## src/rtl/cond_pkg.sv

```systemverilog
package cond_pkg;
  localparam int unsigned DEF_FILT_CYCLES = 250000;
  localparam int unsigned DEF_NUM_CH      = 16;
  localparam int unsigned DEF_MASK_CH     = 8;

  typedef enum logic [1:0] {
    GCMD_HOLD = 2'd0,
    GCMD_SET  = 2'd1,
    GCMD_CLR  = 2'd2
  } glb_cmd_e;
endpackage

```

## src/rtl/cond_sync2.sv

```systemverilog
module cond_sync2 #(
  parameter int unsigned W = 16
) (
  input  logic         clk,
  input  logic         rst_n,
  input  logic [W-1:0] d,
  output logic [W-1:0] q
);
  logic [W-1:0] stage1;

  always_ff @(posedge clk or negedge rst_n) begin
    if (!rst_n) begin
      stage1 <= '0;
      q      <= '0;
    end else begin
      stage1 <= d;
      q      <= stage1;
    end
  end
endmodule

```

## src/rtl/cond_enable.sv

```systemverilog
module cond_enable
  import cond_pkg::*;
#(
  parameter int unsigned NUM_CH  = DEF_NUM_CH,
  parameter int unsigned MASK_CH = DEF_MASK_CH
) (
  input  logic               clk,
  input  logic               rst_n,
  input  logic               glb_en,
  input  logic               glb_dis,
  input  logic               mask_we,
  input  logic [MASK_CH-1:0] mask_wdata,
  output logic [NUM_CH-1:0]  ch_en,
  output logic [MASK_CH-1:0] mask_rd
);
  logic               glb_flag;
  logic [MASK_CH-1:0] mask_q;
  glb_cmd_e           cmd;

  always_comb begin
    if (glb_dis)     cmd = GCMD_CLR;
    else if (glb_en) cmd = GCMD_SET;
    else             cmd = GCMD_HOLD;
  end

  always_ff @(posedge clk or negedge rst_n) begin
    if (!rst_n) begin
      glb_flag <= 1'b0;
      mask_q   <= '0;
    end else begin
      case (cmd)
        GCMD_SET: glb_flag <= 1'b1;
        GCMD_CLR: glb_flag <= 1'b0;
        default:  glb_flag <= glb_flag;
      endcase
      if (mask_we) mask_q <= mask_wdata;
    end
  end

  for (genvar i = 0; i < NUM_CH; i++) begin : g_en
    if (i < MASK_CH) begin : g_masked
      assign ch_en[i] = glb_flag | mask_q[i];
    end else begin : g_global_only
      assign ch_en[i] = glb_flag;
    end
  end

  assign mask_rd = ch_en[MASK_CH-1:0];

  a_r3_dis_wins: assert property (@(posedge clk) disable iff (!rst_n)
    glb_dis |=> (ch_en[NUM_CH-1] == 1'b0));
  a_r3_en_sets: assert property (@(posedge clk) disable iff (!rst_n)
    (glb_en && !glb_dis) |=> (&mask_rd));
  a_r5_mask_store: assert property (@(posedge clk) disable iff (!rst_n)
    mask_we |=> (mask_q == $past(mask_wdata)));
  a_r6_mask_kept: assert property (@(posedge clk) disable iff (!rst_n)
    !mask_we |=> $stable(mask_q));
endmodule

```

## src/rtl/cond_settle.sv

```systemverilog
module cond_settle #(
  parameter int unsigned FILT_CYCLES = 250000
) (
  input  logic clk,
  input  logic rst_n,
  input  logic en,
  input  logic s_in,
  output logic lvl
);
  localparam int unsigned CNT_W = (FILT_CYCLES > 1) ? $clog2(FILT_CYCLES) : 1;
  localparam logic [CNT_W-1:0] LAST = CNT_W'(FILT_CYCLES - 1);

  logic [CNT_W-1:0] cnt;

  always_ff @(posedge clk or negedge rst_n) begin
    if (!rst_n) begin
      lvl <= 1'b0;
      cnt <= '0;
    end else if (!en) begin
      lvl <= s_in;
      cnt <= '0;
    end else if (s_in == lvl) begin
      cnt <= '0;
    end else if (cnt == LAST) begin
      lvl <= s_in;
      cnt <= '0;
    end else begin
      cnt <= cnt + 1'b1;
    end
  end

  a_r11_direct_follow: assert property (@(posedge clk) disable iff (!rst_n)
    !en |=> (lvl == $past(s_in)));
  a_r9_steady_holds: assert property (@(posedge clk) disable iff (!rst_n)
    (en && (s_in == lvl)) |=> $stable(lvl));
  a_r8_no_early_pass: assert property (@(posedge clk) disable iff (!rst_n)
    (en && (s_in != lvl) && (cnt != LAST)) |=> $stable(lvl));
  a_r8_count_bound: assert property (@(posedge clk) disable iff (!rst_n)
    cnt <= LAST);
endmodule

```

## src/rtl/chan_settle_filter.sv

```systemverilog
module chan_settle_filter
  import cond_pkg::*;
#(
  parameter int unsigned NUM_CH      = DEF_NUM_CH,
  parameter int unsigned MASK_CH     = DEF_MASK_CH,
  parameter int unsigned FILT_CYCLES = DEF_FILT_CYCLES
) (
  input  logic               clk,
  input  logic               rst_n,
  input  logic [NUM_CH-1:0]  raw_in,
  input  logic               glb_en,
  input  logic               glb_dis,
  input  logic               mask_we,
  input  logic [MASK_CH-1:0] mask_wdata,
  output logic [NUM_CH-1:0]  lvl_out,
  output logic [MASK_CH-1:0] mask_rd
);
  logic [NUM_CH-1:0] synced;
  logic [NUM_CH-1:0] ch_en;

  cond_sync2 #(.W(NUM_CH)) u_sync (
    .clk   (clk),
    .rst_n (rst_n),
    .d     (raw_in),
    .q     (synced)
  );

  cond_enable #(.NUM_CH(NUM_CH), .MASK_CH(MASK_CH)) u_enable (
    .clk        (clk),
    .rst_n      (rst_n),
    .glb_en     (glb_en),
    .glb_dis    (glb_dis),
    .mask_we    (mask_we),
    .mask_wdata (mask_wdata),
    .ch_en      (ch_en),
    .mask_rd    (mask_rd)
  );

  for (genvar c = 0; c < NUM_CH; c++) begin : g_ch
    cond_settle #(.FILT_CYCLES(FILT_CYCLES)) u_settle (
      .clk   (clk),
      .rst_n (rst_n),
      .en    (ch_en[c]),
      .s_in  (synced[c]),
      .lvl   (lvl_out[c])
    );
  end

  a_r7_high_direct: assert property (@(posedge clk) disable iff (!rst_n)
    (mask_rd != {MASK_CH{1'b1}}) |=> (lvl_out[NUM_CH-1] == $past(synced[NUM_CH-1])));
endmodule

```

## config.mk

```make
export PLATFORM = sky130hd
export DESIGN_NAME = chan_settle_filter
export DESIGN_NICKNAME = d
export VERILOG_FILES = /design/src/rtl/cond_pkg.sv /design/src/rtl/cond_sync2.sv /design/src/rtl/cond_enable.sv /design/src/rtl/cond_settle.sv /design/src/rtl/chan_settle_filter.sv
export SDC_FILE = /design/constraint.sdc
export NUM_CORES = 1
export LEC_CHECK = 0
export BUFFER_PORTS_ARGS = -buffer_cell sky130_fd_sc_hd__buf_2
export CAP_MARGIN = 10
export CELL_PAD_IN_SITES_DETAIL_PLACEMENT = 1
export CELL_PAD_IN_SITES_GLOBAL_PLACEMENT = 1
export CORE_ASPECT_RATIO = 1.75
export CORE_MARGIN = 5
export CORE_UTILIZATION = 45
export CTS_CLUSTER_DIAMETER = 80
export DETAILED_ROUTE_END_ITERATION = 6
export PLACE_DENSITY = 0.77
export SETUP_SLACK_MARGIN = 0.1
export SYNTH_ARGS = -nofsm -noshare
export SYNTH_HDL_FRONTEND = slang
export SYNTH_SLANG_ARGS = --single-unit
```

## constraint.sdc

```tcl
create_clock -name clk -period 5.6 [get_ports clk]
set_clock_uncertainty 0.1 [all_clocks]
set_input_delay 0.28 -clock clk [delete_from_list [all_inputs] [get_ports clk]]
set_output_delay 0.28 -clock clk [all_outputs]
set_load 0.05 [all_outputs]
```

==> After elaboration in Yosys (flattened, before gate mapping) <==
Index checks and enable logic that the tools add are counted.
{ "classes": {"add_sub_neg": 16, "eq_ne": 66, "mux": 99, "bitwise_logic": 8, "reduce_logical": 17} }
{ "op_table": {"columns": ["cell", "count"], "rows": [
  ["$mux 18", 48],
  ["$add 18x1->18 const B", 16],
  ["$eq 18x18->1 const B", 16],
  ["$mux 1", 49],
  ["$ne 2x2->1 const B", 24],
  ["$reduce_and 2->1", 16],
  ["$eq 1x1->1", 16],
  ["$ne 2x1->1 const B", 8],
  ["$or 1x1->1", 8],
  ["$eq 2x1->1 const B", 1],
  ["$eq 2x2->1 const B", 1],
  ["$mux 2", 1],
  ["$pmux 1 s2", 1],
  ["$reduce_bool 2->1", 1]
]} }
{ "totals": {"register_bits": 345, "input_bits": 29, "output_inout_bits": 24} }

==> Depth between registers and ports, before layout <==
{ "logic_depth": {"ltp_word": 4, "ltp_mapped": 7} }

==> By module <==
From an unflattened synthesis, not the netlist that was laid out.
{ "unflattened": {"hier_cells": 1675, "hier_area_um2": 17132.7} }
{ "by_module_without_submodules": {"columns": ["mod", "instances", "cells_each", "area_each_um2", "seq_area_each_um2"], "rows": [
  ["cond_settle", 16, 100, 987.2, 475.5],
  ["cond_sync2", 1, 32, 800.8, 800.8],
  ["cond_enable", 1, 43, 536.8, 225.2]
]} }

==> Worst setup path after synthesis <==
OpenSTA, ideal clock, no wires.
{ "synth_path": {"path_type": "register -> register", "start": "reg g_ch[6].u_settle.cnt[0]", "end": "reg g_ch[6].u_settle.lvl", "setup_time_ns": 0.125, "arrival_ns": 1.919, "required_ns": 5.375, "setup_slack_ns": 3.456, "path_stages_with_launch": 6, "path_buffers": 0, "period_less_slack_ns": 2.144, "cell_sequence": "dfrtp_1 -> ha_1 -> nand3_1 -> or4_1 -> o31ai_1 -> mux2_2"} }
{ "synth_between": {"elab_chain_len": 3} }
{ "synth_rtl": {"columns": ["item", "line", "rtl"], "rows": [
  ["from (decl)", "cond_settle.sv:13", "logic [CNT_W-1:0] cnt;"],
  ["from (signal assigned)", "cond_settle.sv:28", "cnt <= cnt + 1'b1;"],
  ["$eq 18x18->1", "cond_settle.sv:24", "end else if (cnt == LAST) begin"],
  ["$ne 2x2->1 (no line)", null, null],
  ["$reduce_and 2->1 (no line)", null, null],
  ["to (signal assigned)", "cond_settle.sv:20", "lvl <= s_in;"],
  ["to (signal assigned)", "cond_settle.sv:25", "lvl <= s_in;"],
  ["to (decl)", "cond_settle.sv:8", "output logic lvl"]
]} }
No other way between the ends.
A chain may end at the register's enable or synchronous reset.

==> Worst setup path after layout <==
{ "layout_path": {"start": "reg g_ch[6].u_settle.cnt[0]", "end": "reg g_ch[6].u_settle.cnt[14]"} }
{ "layout_between": {"elab_chain_len": 4, "word_cells_on_any_way": 5} }
{ "layout_rtl": {"columns": ["item", "line", "rtl"], "rows": [
  ["$add 18x1->18 / $eq 18x18->1 (equally long branches)", "cond_settle.sv:28, cond_settle.sv:24", null],
  ["$mux 18 (*)", "cond_settle.sv:24", null],
  ["$mux 18 (*)", "cond_settle.sv:22", "end else if (s_in == lvl) begin"],
  ["$mux 18 (*)", "cond_settle.sv:19", "end else if (!en) begin"]
]} }
Mark *: on every way between the ends. The rest lies on a longest branch, timed or not.

==> metrics.log <==
[metrics] Die Area: 0.0405 sq mm
[metrics] detailed router's first-iteration violation count: 424
[metrics] final count of hold timing violations: 0
[metrics] arrival time reported for the critical path endpoint: 2.71 ns
[metrics] leakage power figure: approximately 0.0071 uW
[metrics] Gates resized, CTS repair: 0
[metrics] layout overhead on the synthesized area: 12.7%
[metrics] count of buffers from port buffering: 52
[metrics] number of setup buffers added after CTS: 0
[metrics] fraction of registers with async set or reset after synthesis: 1.00
[metrics] post-detail-place hpwl: 24800 um
[metrics] basic-gate share of the synthesized area counting and, or, nand and nor cells: 0.247
[metrics] Multi-input gate area: 0.00724 sq mm
[metrics] fraction of final layout cells with drive strength greater than 1: 0.0995
[metrics] clock tree from TritonCTS: yes
[metrics] FF-to-FF path depth: 5
[metrics] #FFs+latches synth: around 350
[metrics] Post-synth EDFFs: 0
[metrics] PD cells: approximately 300 mW/mm^2
[metrics] clock insertion delay at the later pin of the skew report: 0.52 ns
[metrics] die width: 154 um
[metrics] routability-driven placement congestion ratio: 0.821
[metrics] critical path launch point type: flip-flop
[metrics] critical-path cell with the highest stage delay: sky130_fd_sc_hd__or4_1
[metrics] CTS Hold Buffers Added: 27
[metrics] RSZ-0062 raised after global routing: no
[metrics] standard cell core area: approximately 0.036 sq mm
[metrics] maximum clock path buffer count: 3
[metrics] compound-gate portion of the synthesized area: 0.0325
[metrics] Distinct cells, synth: 49
[metrics] post-route minimum period: 2.44 ns
[metrics] post-synth net total: 1685
[metrics] top flip-flop cell by instance count after synthesis: sky130_fd_sc_hd__dfrtp_1
[metrics] mux cell area share after synthesis: 0.0176
[metrics] number of antenna violations at the first check in global routing: 0
[metrics] result of the run: completed
[metrics] Clock H-tree levels: 2
[metrics] final core area utilization: 0.513
[metrics] relative slew slack: 0.231
[metrics] number of buffers inserted during clock tree synthesis: 35
[metrics] number of cells on the worst hold path: 2
[metrics] starting utilization of the core area: 0.455
[metrics] Crit path largest cell delay: 0.63 ns
[metrics] setup slack of the most critical reg-to-reg path: roughly 3.2 ns
[metrics] number of global-route vias before repair: between 10000 and 15000
[metrics] combinational family with the most area after synthesis: simple AND/OR/NAND/NOR gates
[metrics] per-cell via count in the routed design: approximately 5.5
[metrics] number of filler cells placed in the layout: 4000
[metrics] diode insertion count for antenna repair: 0
[metrics] Final TNS setup: 0 ns
[metrics] synthesized-area fraction occupied by adder cells: 0.0122
[metrics] Top Ports: 53
[metrics] Peak Freq: 410 MHz
[metrics] Pre-antenna DRT Iters: 4
[metrics] data required time of the critical path: 5.87 ns
[metrics] Syn. warnings: 0
[metrics] max cap viols: 0
[metrics] global-route wire length before repair: 63500 um
[metrics] start point of the worst min-delay path: mask_we
[metrics] endpoints failing setup: 0
[metrics] aggregate routed wire length: 36200 um
[metrics] antenna-violating nets left: 0
[metrics] maximum net fanout on the critical path: 17
[metrics] cell count after placement: 2118
[metrics] XOR/XNOR share of the synthesized area: 0.132
[metrics] number of core rows: slightly above 90
[metrics] non-filler instance count after layout: approximately 2200
[metrics] part of the Yosys area used for sequential elements: 0.526
[metrics] chain of cells forming the critical path: ha_1 -> nand3_1 -> or4_1 -> o21ai_2 -> nor2_1
[metrics] Avg Cell Area, Syn: between 10 and 15 sq um
[metrics] clock sink total: 345
[metrics] total track usage: 0.182
[metrics] DIE HEIGHT: 263 um
[metrics] buffer cell driving the clock tree root: sky130_fd_sc_hd__clkbuf_16
[metrics] pin count of the biggest net entering global routing: 131
[metrics] clock slew at the register clock pins of the worst setup and hold paths: approximately 0.060 ns
[metrics] Worst Max-Slew Pin Slew: 1.15 ns
[metrics] routed via count: 12200
[metrics] FF-to-FF Start: g_ch[6].u_settle.cnt[0]
[metrics] sort of element at the end of the critical path: flip-flop
[metrics] Worst Path Class, Setup: flip-flop to flip-flop
[metrics] Avg WL per Cell: between 15 and 20 um
[metrics] IR drop worst, VDD: 0.221 mV
[metrics] overflow left after global routing: 0
[metrics] register area: 0.00863 sq mm
[metrics] endpoint of the worst register-to-register path: g_ch[6].u_settle.cnt[14]
[metrics] post-route clock period utilization: 0.435
[metrics] NumNets Final: 1759
[metrics] Hold EP: u_enable.mask_q[3]
[metrics] final routed DRC violation total: 0
[metrics] Worst Hold Class: input port to flip-flop
[metrics] Post-Syn Instances: approximately 1600
[metrics] area of the mapped netlist: 0.0164 sq mm
[metrics] number of max-slew violations in the final report: 0
## state kept, by name (all words and copies together), names as in the netlist
register and count:
g_ch.u_settle.cnt 288, u_enable.glb_flag 1, g_ch.u_settle.lvl 16, u_sync.q 16, u_sync.stage1 16, u_enable.mask_q 8
## worst max-delay path: cells and delay by family (launching register included)
family	cells	cell delay, ns
adders and majority gates	1	0.20
DFF	1	0.38
AOI/OAI and AO/OA	1	0.60
and+or+nand+nor	3	1.02
## report_power, final
| part | switching, uW | internal (uW) |
|---|---|---|
| clock | 1000 | 1400 |
| combinational | 308 | 124 |
| sequential | 63.2 | 2560 |
| total | 1370 | 4090 |
## routing by layer
metal / up-vias / routed length (um) / track usage
li1: 5822 / - / -
met1: 6163 / 14000 / 0.203
met2: 104 / 20700 / 0.356
met3: 67 / 713 / 0.0213
met4: 0 / 885 / 0.0542
met5: - / 0 / 0
## final cells by class
cell class | instances | area share
sequential | 345 | 0.467
inverter | 63 | 0.0128
clock inverter | 20 | 0.0106
clock buffer | 42 | 0.0532
timing repair buffer | 87 | 0.0334
multi-input combinational | 1182 | 0.391
tap | 470 | 0.0318
## layout by cell type (no fill, tap or decap), types with 54 or more instances in the layout
cell,count
sky130_fd_sc_hd__dfrtp_1,345
sky130_fd_sc_hd__nor2_1,319
sky130_fd_sc_hd__xnor2_1,192
sky130_fd_sc_hd__nand3_1,96
sky130_fd_sc_hd__nand4_1,95
sky130_fd_sc_hd__nor4_1,83
sky130_fd_sc_hd__inv_1,63
sky130_fd_sc_hd__nand2_1,59
sky130_fd_sc_hd__xor2_1,55
sky130_fd_sc_hd__nor3_1,54
## how the worst max path moves through the flow
stage	startpoint	to	slack, ns	depth (start not counted)
2_1_floorplan	g_ch[6].u_settle.cnt[0]	g_ch[6].u_settle.lvl	3.46	5
3_3_place_gp	g_ch[0].u_settle.cnt[0]	g_ch[0].u_settle.cnt[3]	3.21	6
3_5_place_dp	g_ch[13].u_settle.cnt[0]	g_ch[13].u_settle.cnt[2]	3.10	5
4_1_cts	u_enable.glb_flag	mask_rd[6]	3.08	3
5_1_grt	g_ch[6].u_settle.cnt[0]	g_ch[6].u_settle.cnt[15]	2.90	5
6_report	g_ch[6].u_settle.cnt[0]	g_ch[6].u_settle.cnt[14]	3.16	5
## logic make-up after synthesis
group,after synthesis
compound gates,78
xor+xnor,247
fa+ha+maj,16
buf+inv,113
flops,345
mux,26
simple gates,815
## cell usage after synthesis, drive strengths merged, types with 3 or more instances
| cell type | n | area [sq um] |
|---|---|---|
| and4 | 8 | 70.1 |
| inv | 63 | 236 |
| nor2b | 4 | 25.0 |
| buf | 31 | 225 |
| nor2 | 319 | 1200 |
| or4 | 18 | 139 |
| and2 | 8 | 50.1 |
| or3 | 23 | 144 |
| o21ai | 26 | 134 |
| nor3 | 54 | 270 |
| xor2 | 55 | 482 |
| nand2b | 5 | 31.3 |
| dfrtp | 345 | 8630 |
| xnor2 | 192 | 1680 |
| nor4 | 83 | 519 |
| o221ai | 5 | 43.8 |
| nand2 | 59 | 221 |
| clkbuf | 19 | 71.3 |
| nand4 | 96 | 607 |
| nand3 | 96 | 480 |
| mux2 | 23 | 259 |
| o31ai | 13 | 103 |
| o21bai | 4 | 41.3 |
| nand4b | 6 | 52.6 |
| or2 | 17 | 106 |
| nor4b | 4 | 35.0 |
| and3 | 12 | 75.1 |
| o211ai | 6 | 78.8 |
| a21oi | 20 | 100 |
| mux2i | 3 | 30.0 |
| ha | 16 | 200 |
## per-stage QoR
| step | cell area, sq um | worst slack, ns | total power [uW] | hold WS, ns |
|---|---|---|---|---|
| floorplan | 16400 | 3.46 | 2970 | -0.116 |
| global placement | 17000 | 3.21 | 3080 | 0.231 |
| detailed placement | 17000 | 3.10 | 3100 | 0.236 |
| CTS | 18500 | 3.08 | 5550 | 0.142 |
| global route | 18500 | 2.90 | 5700 | 0.148 |
| finish | 18500 | 3.16 | 5460 | 0.166 |
No activity file was read; power rests on OpenSTA's default activity.
